--- config.mk ---
export PLATFORM = sky130hd
export DESIGN_NAME = xlat_unit
export DESIGN_NICKNAME = d
export VERILOG_FILES = /design/src/rtl/xlat_pkg.sv /design/src/rtl/xlat_ptab.sv /design/src/rtl/xlat_ctrl.sv /design/src/rtl/xlat_dp.sv /design/src/rtl/xlat_unit.sv
export SDC_FILE = /design/constraint.sdc
export NUM_CORES = 1
export LEC_CHECK = 0
export ABC_AREA = 1
export BUFFER_PORTS_ARGS = -buffer_cell sky130_fd_sc_hd__buf_2
export CAP_MARGIN = 10
export CORE_UTILIZATION = 56
export CTS_BUF_LIST = sky130_fd_sc_hd__clkbuf_16
export DETAILED_ROUTE_END_ITERATION = 12
export HOLD_SLACK_MARGIN = 0.12
export PLACE_DENSITY = 0.74
export SYNTH_ARGS = -nofsm -noshare
export SYNTH_HDL_FRONTEND = slang
export SYNTH_SLANG_ARGS = --single-unit
--- constraint.sdc ---
create_clock -name clk -period 4.8 [get_ports clk]
set_clock_uncertainty 0.15 [all_clocks]
set_input_delay 0.72 -clock clk [delete_from_list [all_inputs] [get_ports clk]]
set_output_delay 0.72 -clock clk [all_outputs]
set_load 0.005 [all_outputs]
--- src/rtl/xlat_pkg.sv ---
package xlat_pkg;

  typedef enum logic {
    ST_IDLE = 1'b0,
    ST_WALK = 1'b1
  } xlatState_t;

  // Strobes from control to datapath for the current cycle
  typedef struct packed {
    logic hitCommit;   // request hits: respond and touch ranks
    logic startWalk;   // request misses: capture it for the table read
    logic walk;        // table read happens at this edge
  } xlatStrobe_t;

endpackage

--- src/rtl/xlat_ptab.sv ---
module xlat_ptab #(
  parameter int VPN_W = 4,
  parameter int PPN_W = 4
) (
  input  logic             clk,
  input  logic             rstN,
  input  logic             wrEn,
  input  logic [VPN_W-1:0] wrIdx,
  input  logic             wrValid,
  input  logic [PPN_W-1:0] wrPpn,
  input  logic [VPN_W-1:0] rdIdx,
  output logic             rdValid,
  output logic [PPN_W-1:0] rdPpn
);
  localparam int DEPTH = 1 << VPN_W;

  logic             validQ [DEPTH];
  logic [PPN_W-1:0] ppnQ   [DEPTH];

  always_ff @(posedge clk) begin
    for (int i = 0; i < DEPTH; i++) begin
      if (!rstN) begin
        validQ[i] <= 1'b0;
        ppnQ[i]   <= '0;
      end else if (wrEn && (wrIdx == VPN_W'(i))) begin
        validQ[i] <= wrValid;
        ppnQ[i]   <= wrPpn;
      end
    end
  end

  assign rdValid = validQ[rdIdx];
  assign rdPpn   = ppnQ[rdIdx];

endmodule

--- src/rtl/xlat_ctrl.sv ---
module xlat_ctrl
  import xlat_pkg::*;
(
  input  logic        clk,
  input  logic        rstN,
  input  logic        reqValid,
  input  logic        anyHit,
  output xlatStrobe_t strb,
  output logic        busy
);
  xlatState_t stateQ, stateD;
  logic       accept;

  assign accept = reqValid && (stateQ == ST_IDLE);

  always_comb begin
    strb.hitCommit = accept && anyHit;
    strb.startWalk = accept && !anyHit;
    strb.walk      = (stateQ == ST_WALK);
  end

  always_comb begin
    stateD = stateQ;
    unique case (stateQ)
      ST_IDLE: if (accept && !anyHit) stateD = ST_WALK;
      ST_WALK: stateD = ST_IDLE;
      default: stateD = ST_IDLE;
    endcase
  end

  always_ff @(posedge clk) begin
    if (!rstN) stateQ <= ST_IDLE;
    else       stateQ <= stateD;
  end

  assign busy = (stateQ == ST_WALK);

endmodule

--- src/rtl/xlat_dp.sv ---
module xlat_dp
  import xlat_pkg::*;
#(
  parameter int ENTRIES = 4,
  parameter int VPN_W   = 4,
  parameter int PPN_W   = 4,
  parameter int OFF_W   = 12,
  parameter int RANK_W  = $clog2(ENTRIES + 1),
  parameter int IDX_W   = (ENTRIES > 1) ? $clog2(ENTRIES) : 1
) (
  input  logic                      clk,
  input  logic                      rstN,
  input  xlatStrobe_t               strb,
  input  logic [VPN_W-1:0]          reqVpn,
  input  logic [OFF_W-1:0]          reqOff,
  output logic                      anyHit,
  output logic [VPN_W-1:0]          ptIdx,
  input  logic                      ptValid,
  input  logic [PPN_W-1:0]          ptPpn,
  output logic                      rspValid,
  output logic                      rspHit,
  output logic                      rspFault,
  output logic [PPN_W+OFF_W-1:0]    rspPaddr,
  output logic [ENTRIES-1:0]        validVec,
  output logic [ENTRIES*RANK_W-1:0] rankVec
);
  localparam int PA_W = PPN_W + OFF_W;

  logic              validQ [ENTRIES];
  logic [RANK_W-1:0] rankQ  [ENTRIES];
  logic [VPN_W-1:0]  tagQ   [ENTRIES];
  logic [PPN_W-1:0]  ppnQ   [ENTRIES];

  logic [VPN_W-1:0]  pendVpnQ;
  logic [OFF_W-1:0]  pendOffQ;

  logic [ENTRIES-1:0] matchVec;
  logic [IDX_W-1:0]   hitIdx;
  logic [IDX_W-1:0]   victimIdx;
  logic [IDX_W-1:0]   touchIdx;
  logic               touchEn;
  logic               refillEn;
  logic [RANK_W-1:0]  oldRank;

  // Parallel tag compare, lowest matching index wins
  always_comb begin
    logic found;
    found  = 1'b0;
    hitIdx = '0;
    for (int i = 0; i < ENTRIES; i++) begin
      matchVec[i] = validQ[i] && (tagQ[i] == reqVpn);
      if (matchVec[i] && !found) begin
        found  = 1'b1;
        hitIdx = IDX_W'(i);
      end
    end
    anyHit = found;
  end

  // Victim: first empty slot, else the least recently used one
  always_comb begin
    logic foundEmpty;
    foundEmpty = 1'b0;
    victimIdx  = '0;
    for (int i = 0; i < ENTRIES; i++) begin
      if (!validQ[i] && !foundEmpty) begin
        foundEmpty = 1'b1;
        victimIdx  = IDX_W'(i);
      end
    end
    if (!foundEmpty) begin
      for (int i = 0; i < ENTRIES; i++) begin
        if (rankQ[i] == RANK_W'(ENTRIES)) victimIdx = IDX_W'(i);
      end
    end
  end

  assign ptIdx    = pendVpnQ;
  assign refillEn = strb.walk && ptValid;
  assign touchEn  = strb.hitCommit || refillEn;
  assign touchIdx = strb.hitCommit ? hitIdx : victimIdx;
  assign oldRank  = rankQ[touchIdx];

  always_ff @(posedge clk) begin
    for (int i = 0; i < ENTRIES; i++) begin
      if (!rstN) begin
        validQ[i] <= 1'b0;
        rankQ[i]  <= RANK_W'(i + 1);
        tagQ[i]   <= '0;
        ppnQ[i]   <= '0;
      end else begin
        if (touchEn) begin
          if (touchIdx == IDX_W'(i))    rankQ[i] <= RANK_W'(1);
          else if (rankQ[i] < oldRank)  rankQ[i] <= rankQ[i] + RANK_W'(1);
        end
        if (refillEn && (victimIdx == IDX_W'(i))) begin
          validQ[i] <= 1'b1;
          tagQ[i]   <= pendVpnQ;
          ppnQ[i]   <= ptPpn;
        end
      end
    end
  end

  always_ff @(posedge clk) begin
    if (!rstN) begin
      pendVpnQ <= '0;
      pendOffQ <= '0;
    end else if (strb.startWalk) begin
      pendVpnQ <= reqVpn;
      pendOffQ <= reqOff;
    end
  end

  always_ff @(posedge clk) begin
    if (!rstN) begin
      rspValid <= 1'b0;
      rspHit   <= 1'b0;
      rspFault <= 1'b0;
      rspPaddr <= '0;
    end else begin
      rspValid <= strb.hitCommit || strb.walk;
      rspHit   <= strb.hitCommit;
      rspFault <= strb.walk && !ptValid;
      if (strb.hitCommit)  rspPaddr <= {ppnQ[hitIdx], reqOff};
      else if (refillEn)   rspPaddr <= {ptPpn, pendOffQ};
      else                 rspPaddr <= PA_W'(0);
    end
  end

  generate
    for (genvar g = 0; g < ENTRIES; g++) begin : g_flat
      assign validVec[g]                     = validQ[g];
      assign rankVec[g*RANK_W +: RANK_W]     = rankQ[g];
    end
  endgenerate

endmodule

--- src/rtl/xlat_unit.sv ---
module xlat_unit
  import xlat_pkg::*;
#(
  parameter int VA_W    = 16,
  parameter int OFF_W   = 12,
  parameter int PPN_W   = 4,
  parameter int ENTRIES = 4
) (
  input  logic                   clk,
  input  logic                   rstN,
  input  logic                   reqValid,
  input  logic [VA_W-1:0]        reqVaddr,
  output logic                   busy,
  output logic                   rspValid,
  output logic                   rspHit,
  output logic                   rspFault,
  output logic [PPN_W+OFF_W-1:0] rspPaddr,
  input  logic                   ptWrEn,
  input  logic [VA_W-OFF_W-1:0]  ptWrIdx,
  input  logic                   ptWrValid,
  input  logic [PPN_W-1:0]       ptWrPpn
);
  localparam int VPN_W  = VA_W - OFF_W;
  localparam int RANK_W = $clog2(ENTRIES + 1);

  xlatStrobe_t               strb;
  logic                      anyHit;
  logic [VPN_W-1:0]          ptIdx;
  logic                      ptValid;
  logic [PPN_W-1:0]          ptPpn;
  logic [ENTRIES-1:0]        validVec;
  logic [ENTRIES*RANK_W-1:0] rankVec;

  xlat_ctrl u_ctrl (
    .clk     (clk),
    .rstN    (rstN),
    .reqValid(reqValid),
    .anyHit  (anyHit),
    .strb    (strb),
    .busy    (busy)
  );

  xlat_dp #(
    .ENTRIES(ENTRIES),
    .VPN_W  (VPN_W),
    .PPN_W  (PPN_W),
    .OFF_W  (OFF_W)
  ) u_dp (
    .clk     (clk),
    .rstN    (rstN),
    .strb    (strb),
    .reqVpn  (reqVaddr[VA_W-1:OFF_W]),
    .reqOff  (reqVaddr[OFF_W-1:0]),
    .anyHit  (anyHit),
    .ptIdx   (ptIdx),
    .ptValid (ptValid),
    .ptPpn   (ptPpn),
    .rspValid(rspValid),
    .rspHit  (rspHit),
    .rspFault(rspFault),
    .rspPaddr(rspPaddr),
    .validVec(validVec),
    .rankVec (rankVec)
  );

  xlat_ptab #(
    .VPN_W(VPN_W),
    .PPN_W(PPN_W)
  ) u_ptab (
    .clk    (clk),
    .rstN   (rstN),
    .wrEn   (ptWrEn),
    .wrIdx  (ptWrIdx),
    .wrValid(ptWrValid),
    .wrPpn  (ptWrPpn),
    .rdIdx  (ptIdx),
    .rdValid(ptValid),
    .rdPpn  (ptPpn)
  );

endmodule

# Yosys cells after proc, flatten, opt, wreduce, memory -nomap -nowiden
# Memories as Yosys holds them, arrays and structs flattened. A register that Yosys moved wholly into a read port is not among the register bits.
# Index checks and enable logic that the tools add are counted.
# op_classes
add_sub_neg,4
magnitude_cmp,4
eq_ne,29
n_mux,177
n_bitwise,53
n_reduce_logical,50
# op_table
operator,count
two-way mux 1 bit,128
two-way mux 4 bit,28
OR 1 bit,52
logical AND 1 bit,35
"equality test 4 bit, second input constant",8
two-way mux 16 bit,2
two-way mux 3 bit,8
two-way mux 2 bit,10
"equality test 4 x 3 -> 1 bit, second input constant",4
equality test 4 bit,4
"adder 3 x 1 -> 3 bit, second input constant",4
"equality test 3 bit, second input constant",4
< comparator 3 bit,4
logical NOT 1 bit,10
"equality test 2 bit, second input constant",4
"equality test 4 x 2 -> 1 bit, second input constant",2
"equality test 2 x 1 -> 1 bit, second input constant",2
"equality test 4 x 1 -> 1 bit, second input constant",1
logical NOT 2 bit,2
logical NOT 4 bit,1
logical OR 1 bit,2
case mux 1 bit (2 select lines),1
inverter 1 bit,1
# word_totals
register_bits,36
mem_bits_rw,128
in_bits,29
out_inout_bits,20
word_cells,330
n_memories,6
# mem_list
memory,depth,word_bits,rd,rd_ports_with_merged_regs,write_ports,line_no,rtl
u_ptab.ppnQ,16,4,1,1,16,xlat_ptab.sv:18,logic [PPN_W-1:0] ppnQ [DEPTH];
u_dp.ppnQ,4,4,1,0,4,xlat_dp.sv:32,logic [PPN_W-1:0] ppnQ [ENTRIES];
u_dp.tagQ,4,4,4,0,4,xlat_dp.sv:31,logic [VPN_W-1:0] tagQ [ENTRIES];
u_ptab.validQ,16,1,1,1,16,xlat_ptab.sv:17,logic validQ [DEPTH];
u_dp.rankQ,4,3,5,0,4,xlat_dp.sv:30,logic [RANK_W-1:0] rankQ [ENTRIES];
u_dp.validQ,4,1,4,0,4,xlat_dp.sv:29,logic validQ [ENTRIES];

# Longest topological paths before layout
# An unclocked memory read counts as a cell.
# logic_depth
word_depth,24
mapped_depth,21

# By module
# Synthesis repeated with hierarchy kept, for this count alone.
# hier_totals
cells_unflattened,996
area_unflattened_um2,8247.9
# by_module_without_submodules
mod,n_inst,cells_per_inst,area_each_um2,seq_area_each_um2
xlat_dp,1,508,4141.5,2132.0
xlat_ptab,1,478,4040.1,2392.3
xlat_ctrl,1,10,66.3,20.0

# Worst setup path after synthesis
# Ideal clock, no wire load.
# synth_path
path_kind,input to register
start,input port reqVaddr[12]
end,"memory u_dp.rankQ[1][0] (netlist name), enable pin"
setup_ps,307
arrival_time_ps,2380
setup_slack_ps,1963
cell_stages,19
n_path_buf,2
cell_sequence,buf_4 > nand2_1 > nand2_1 > nor2_1 > nand3b_4 > nand2_4 > nor2_4 > nor2_4 > buf_6 > nand2_4 > nand2_4 > nand2_2 > nand2_2 > nand2_2 > nand3_1 > nand2_1 > nand2_2 > nand2_2 > nand3b_1
# synth_rtl
element,line_no,rtl
start: declaration,xlat_unit.sv:12,"input logic [VA_W-1:0] reqVaddr,"
end: declaration,xlat_dp.sv:30,

==> impl_metrics.toml <==
[synthesis]
yosysWarnings = 0
synthCells = 902
synth.net_count = 939
synth_top_cell_area_share_pct = 46.73
post-synth-top-area-cell = "edfxtp_1"
yosysUniqueCellTypes = 37
ys_ff_latch = 168
synth_top_cells_by_area = "edfxtp_1 (47%), dfxtp_1 (10%), nor2_1 (9.7%)"
syn_area_sq_um = 8097
ys_seq_area_share_pct = 57.12
avgSynthCellArea_sq_um = 8.976

[worst_setup_path]
worstSetupEndpoint = "u_dp.rankQ[1][0]"
cp.arrival_ps = 3260
end_kind = "flop"
crit_top_cell = "nand2_1"
crit_path_cell_trace = "buf_4, inv_1, o21ai_0, o221ai_1, nand3_1, nand2_1, nand2_1, nand2_2, nand2_1, a21oi_1, o21ai_1, inv_1, nand2_2, nand3b_1"
cp.required_ps = 4780
worst_setup_path_start_kind = "flop"
critPathMaxStageDelay_ps = 440
rr_endpoint = "u_dp.rankQ[1][0]"
rrSetupSlack_ps = 1520
worst_path_max_delay_cell = "inv_1"
r2r_cells = 14
path_max_fanout = 21
crit_type = "reg2reg"

[route]
drtIter0Drc = 552
vias = 6253
first_pass_iters = 7
avgRoutedWirePerCell_um = 16.22
drtAntennaViolNets = 0
wl_mm = 18.39
viasPerCell = 5.514
drc = 0

[clocking]
root_buffer = "clkbuf_16"
insertion_delay_ps = 430
clockBufferDepth = 2
cts_buffers = 17
clkTransAtPathRegs_ps = 60
post_cts_buffers = 0
cts.sinks = 168
cts.hold.buffers_added = 0
htree_levels = 4
cts_tree = "yes"
cts_resized = 0

[power_and_ir_drop]
p_total_mw = 3.312
clkPwrFrac_pct = 38.4
power_switching_mw = 0.8509
comb_power_share_pct = 11.0
power_density_nw_per_um2 = 367.6
leakagePower_nw = 3.798
internal-power_mw = 2.461
sw_frac_of_total_pct = 25.69
pwr-share-seq_pct = 50.6
vdd_drop_max_mv = 0.2719

[sta]
max_freq_mhz = 304.6
period_share_pct = 68.40
fin_crit_ps = 3283
slew_violations = 0
hold_viol_final = 0
fin_tns_setup_ps = 0
worstMarginPinSlew_ps = 870.5
hold_ws_ps = 305.6
maxSlewHeadroom_pct = 41.36
setup_viol = 0
rsz0062_at_grt = "no"

[layout]
register_area_sq_um = 4624
fillers = 1170
nNetsFinal = 978
multi_input_comb_area_sq_um = 2989
area_growth_pct = 11.27
drive_above_1_share_pct = 13.73
diodes = 0

[die]
die_x_um = 122.2
fp.dieArea_sq_um = 14940
coreArea_sq_um = 13990
ios = 49
start_util_pct = 57.88
std_cell_rows = 43
die_h_um = 122.2

[min_path]
hold_class = "reg2reg"
min-delay-start = "u_dp.pendOffQ[8]"

[global_route]
grt_pass1_vias = 5754
grt.total_usage_pct = 26.02
grt_overflow = 0
grt_pass1_wl_mm = 29.03
grt_antenna_before_repair = 0
grt_max_degree = 43

[placement]
finalWeightedCongestion = 0.8820
io_buffers = 48
dpl.hpwl_mm = 12.56

[run]
cap_violations = 0

[status]
status = "complete, no violations"
registers in the layout, indices dropped and copies added (netlist names), named ones only:
name / flops
u_ptab.ppnQ: 64
u_dp.ppnQ: 16
u_dp.rspHit: 1
u_dp.validQ: 4
u_dp.rspValid: 1
u_dp.rspPaddr: 16
u_dp.rspFault: 1
u_dp.tagQ: 16
u_dp.rankQ: 12
u_ptab.validQ: 16
u_ctrl.busy: 1
u_dp.ptIdx: 4
u_dp.pendOffQ: 12
Yosys cell counts, drive strengths merged:
| library cell | count |
|---|---|
| nor2 | 216 |
| o22ai | 9 |
| xor2 | 1 |
| buf | 12 |
| inv | 88 |
| o211ai | 5 |
| nor3 | 7 |
| or2 | 1 |
| o21ai | 87 |
| clkbuf | 22 |
| nand4 | 10 |
| nand2 | 157 |
| clkinv | 1 |
| edfxtp | 126 |
| o221ai | 15 |
| a21boi | 1 |
| o31ai | 1 |
| a211oi | 4 |
| a21oi | 26 |
| xnor2 | 4 |
| dfxtp | 42 |
| nand3 | 54 |
| nand3b | 5 |
| ha | 8 |
layout make-up:
type / count / area share (%)
flip-flops and latches: 168 / 51.33
multi-input cells: 611 / 33.18
clock buffers: 19 / 5.278
inverters: 89 / 3.708
repair buffers: 54 / 3.167
well taps: 180 / 2.500
clock inverters: 13 / 0.8333
through the flow:
step           cell area, sq um  utilization (%)  worst slack (ps)  cells
2_1_floorplan              8097                -              1963    902
3_3_place_gp               8458            60.47              1386   1102
3_5_place_dp               8458            60.47              1386   1102
4_1_cts                    9009            64.40              1550   1134
5_1_grt                    9009            64.40              1133   1134
6_report                   9009            64.40              1517   1134
kinds of logic after synthesis:
group / after synthesis / share of synthesized area (%)
adder cells (fa/ha/maj): 8 / 1.236
buffers and inverters: 123 / 5.965
AO/OA/AOI/OAI: 148 / 10.88
AND/OR/NAND/NOR: 450 / 24.26
flip-flops: 168 / 57.12
XOR/XNOR: 5 / 0.5408
metal layers:
layer	global-route usage [%]	wire length [um]	up-vias	share of wire, %
li1	-	-	3105	-
met1	33.28	7781	2879	42
met2	43.43	9036	243	49
met3	5.855	1280	26	7.0
met4	9.146	294	0	1.6
met5	0	0	-	0
worst min-delay path by stage:
stage / depth (start not counted) / end / slack [ps]
6_report: 2 / u_dp.pendOffQ[8] / 310
5_1_grt: 2 / u_dp.rspPaddr[2] / 330
4_1_cts: 2 / u_dp.pendOffQ[8] / 310
3_5_place_dp: 2 / u_dp.pendOffQ[8] / 300
3_3_place_gp: 2 / u_dp.pendOffQ[8] / 290
2_1_floorplan: 2 / u_dp.pendOffQ[10] / 280
placed cells by master (no fill, tap or decap), drive strengths merged, types with 5 or more instances in the layout:
master,count
buf,54
nand2,157
inv,96
o21ai,87
ha,8
o211ai,5
o22ai,9
o221ai,15
clkinv,5
nor3,7
a21oi,26
clkbuf,19
nor2,216
dfxtp,42
nand3b,5
nand4,10
edfxtp,126
nand3,54
power groups by stage:
| stage | Sequential (mW) | Clock [mW] | Combinational, mW |
|---|---|---|---|
| floorplan | 1.69 | 0 | 0.256 |
| global placement | 1.70 | 0 | 0.356 |
| detailed placement | 1.71 | 0 | 0.360 |
| CTS | 1.68 | 1.28 | 0.363 |
| global route | 1.68 | 1.34 | 0.407 |
| finish | 1.68 | 1.27 | 0.366 |
worst max-delay path: cells and delay by family, from the launching register on:
family / cells / cell delay (ps)
AO/OA/AOI/OAI: 4 / 780
buffers and inverters: 3 / 740
flip-flops: 1 / 300
AND/OR/NAND/NOR: 7 / 1000
Note: power is estimated with default switching activity, not from simulation.
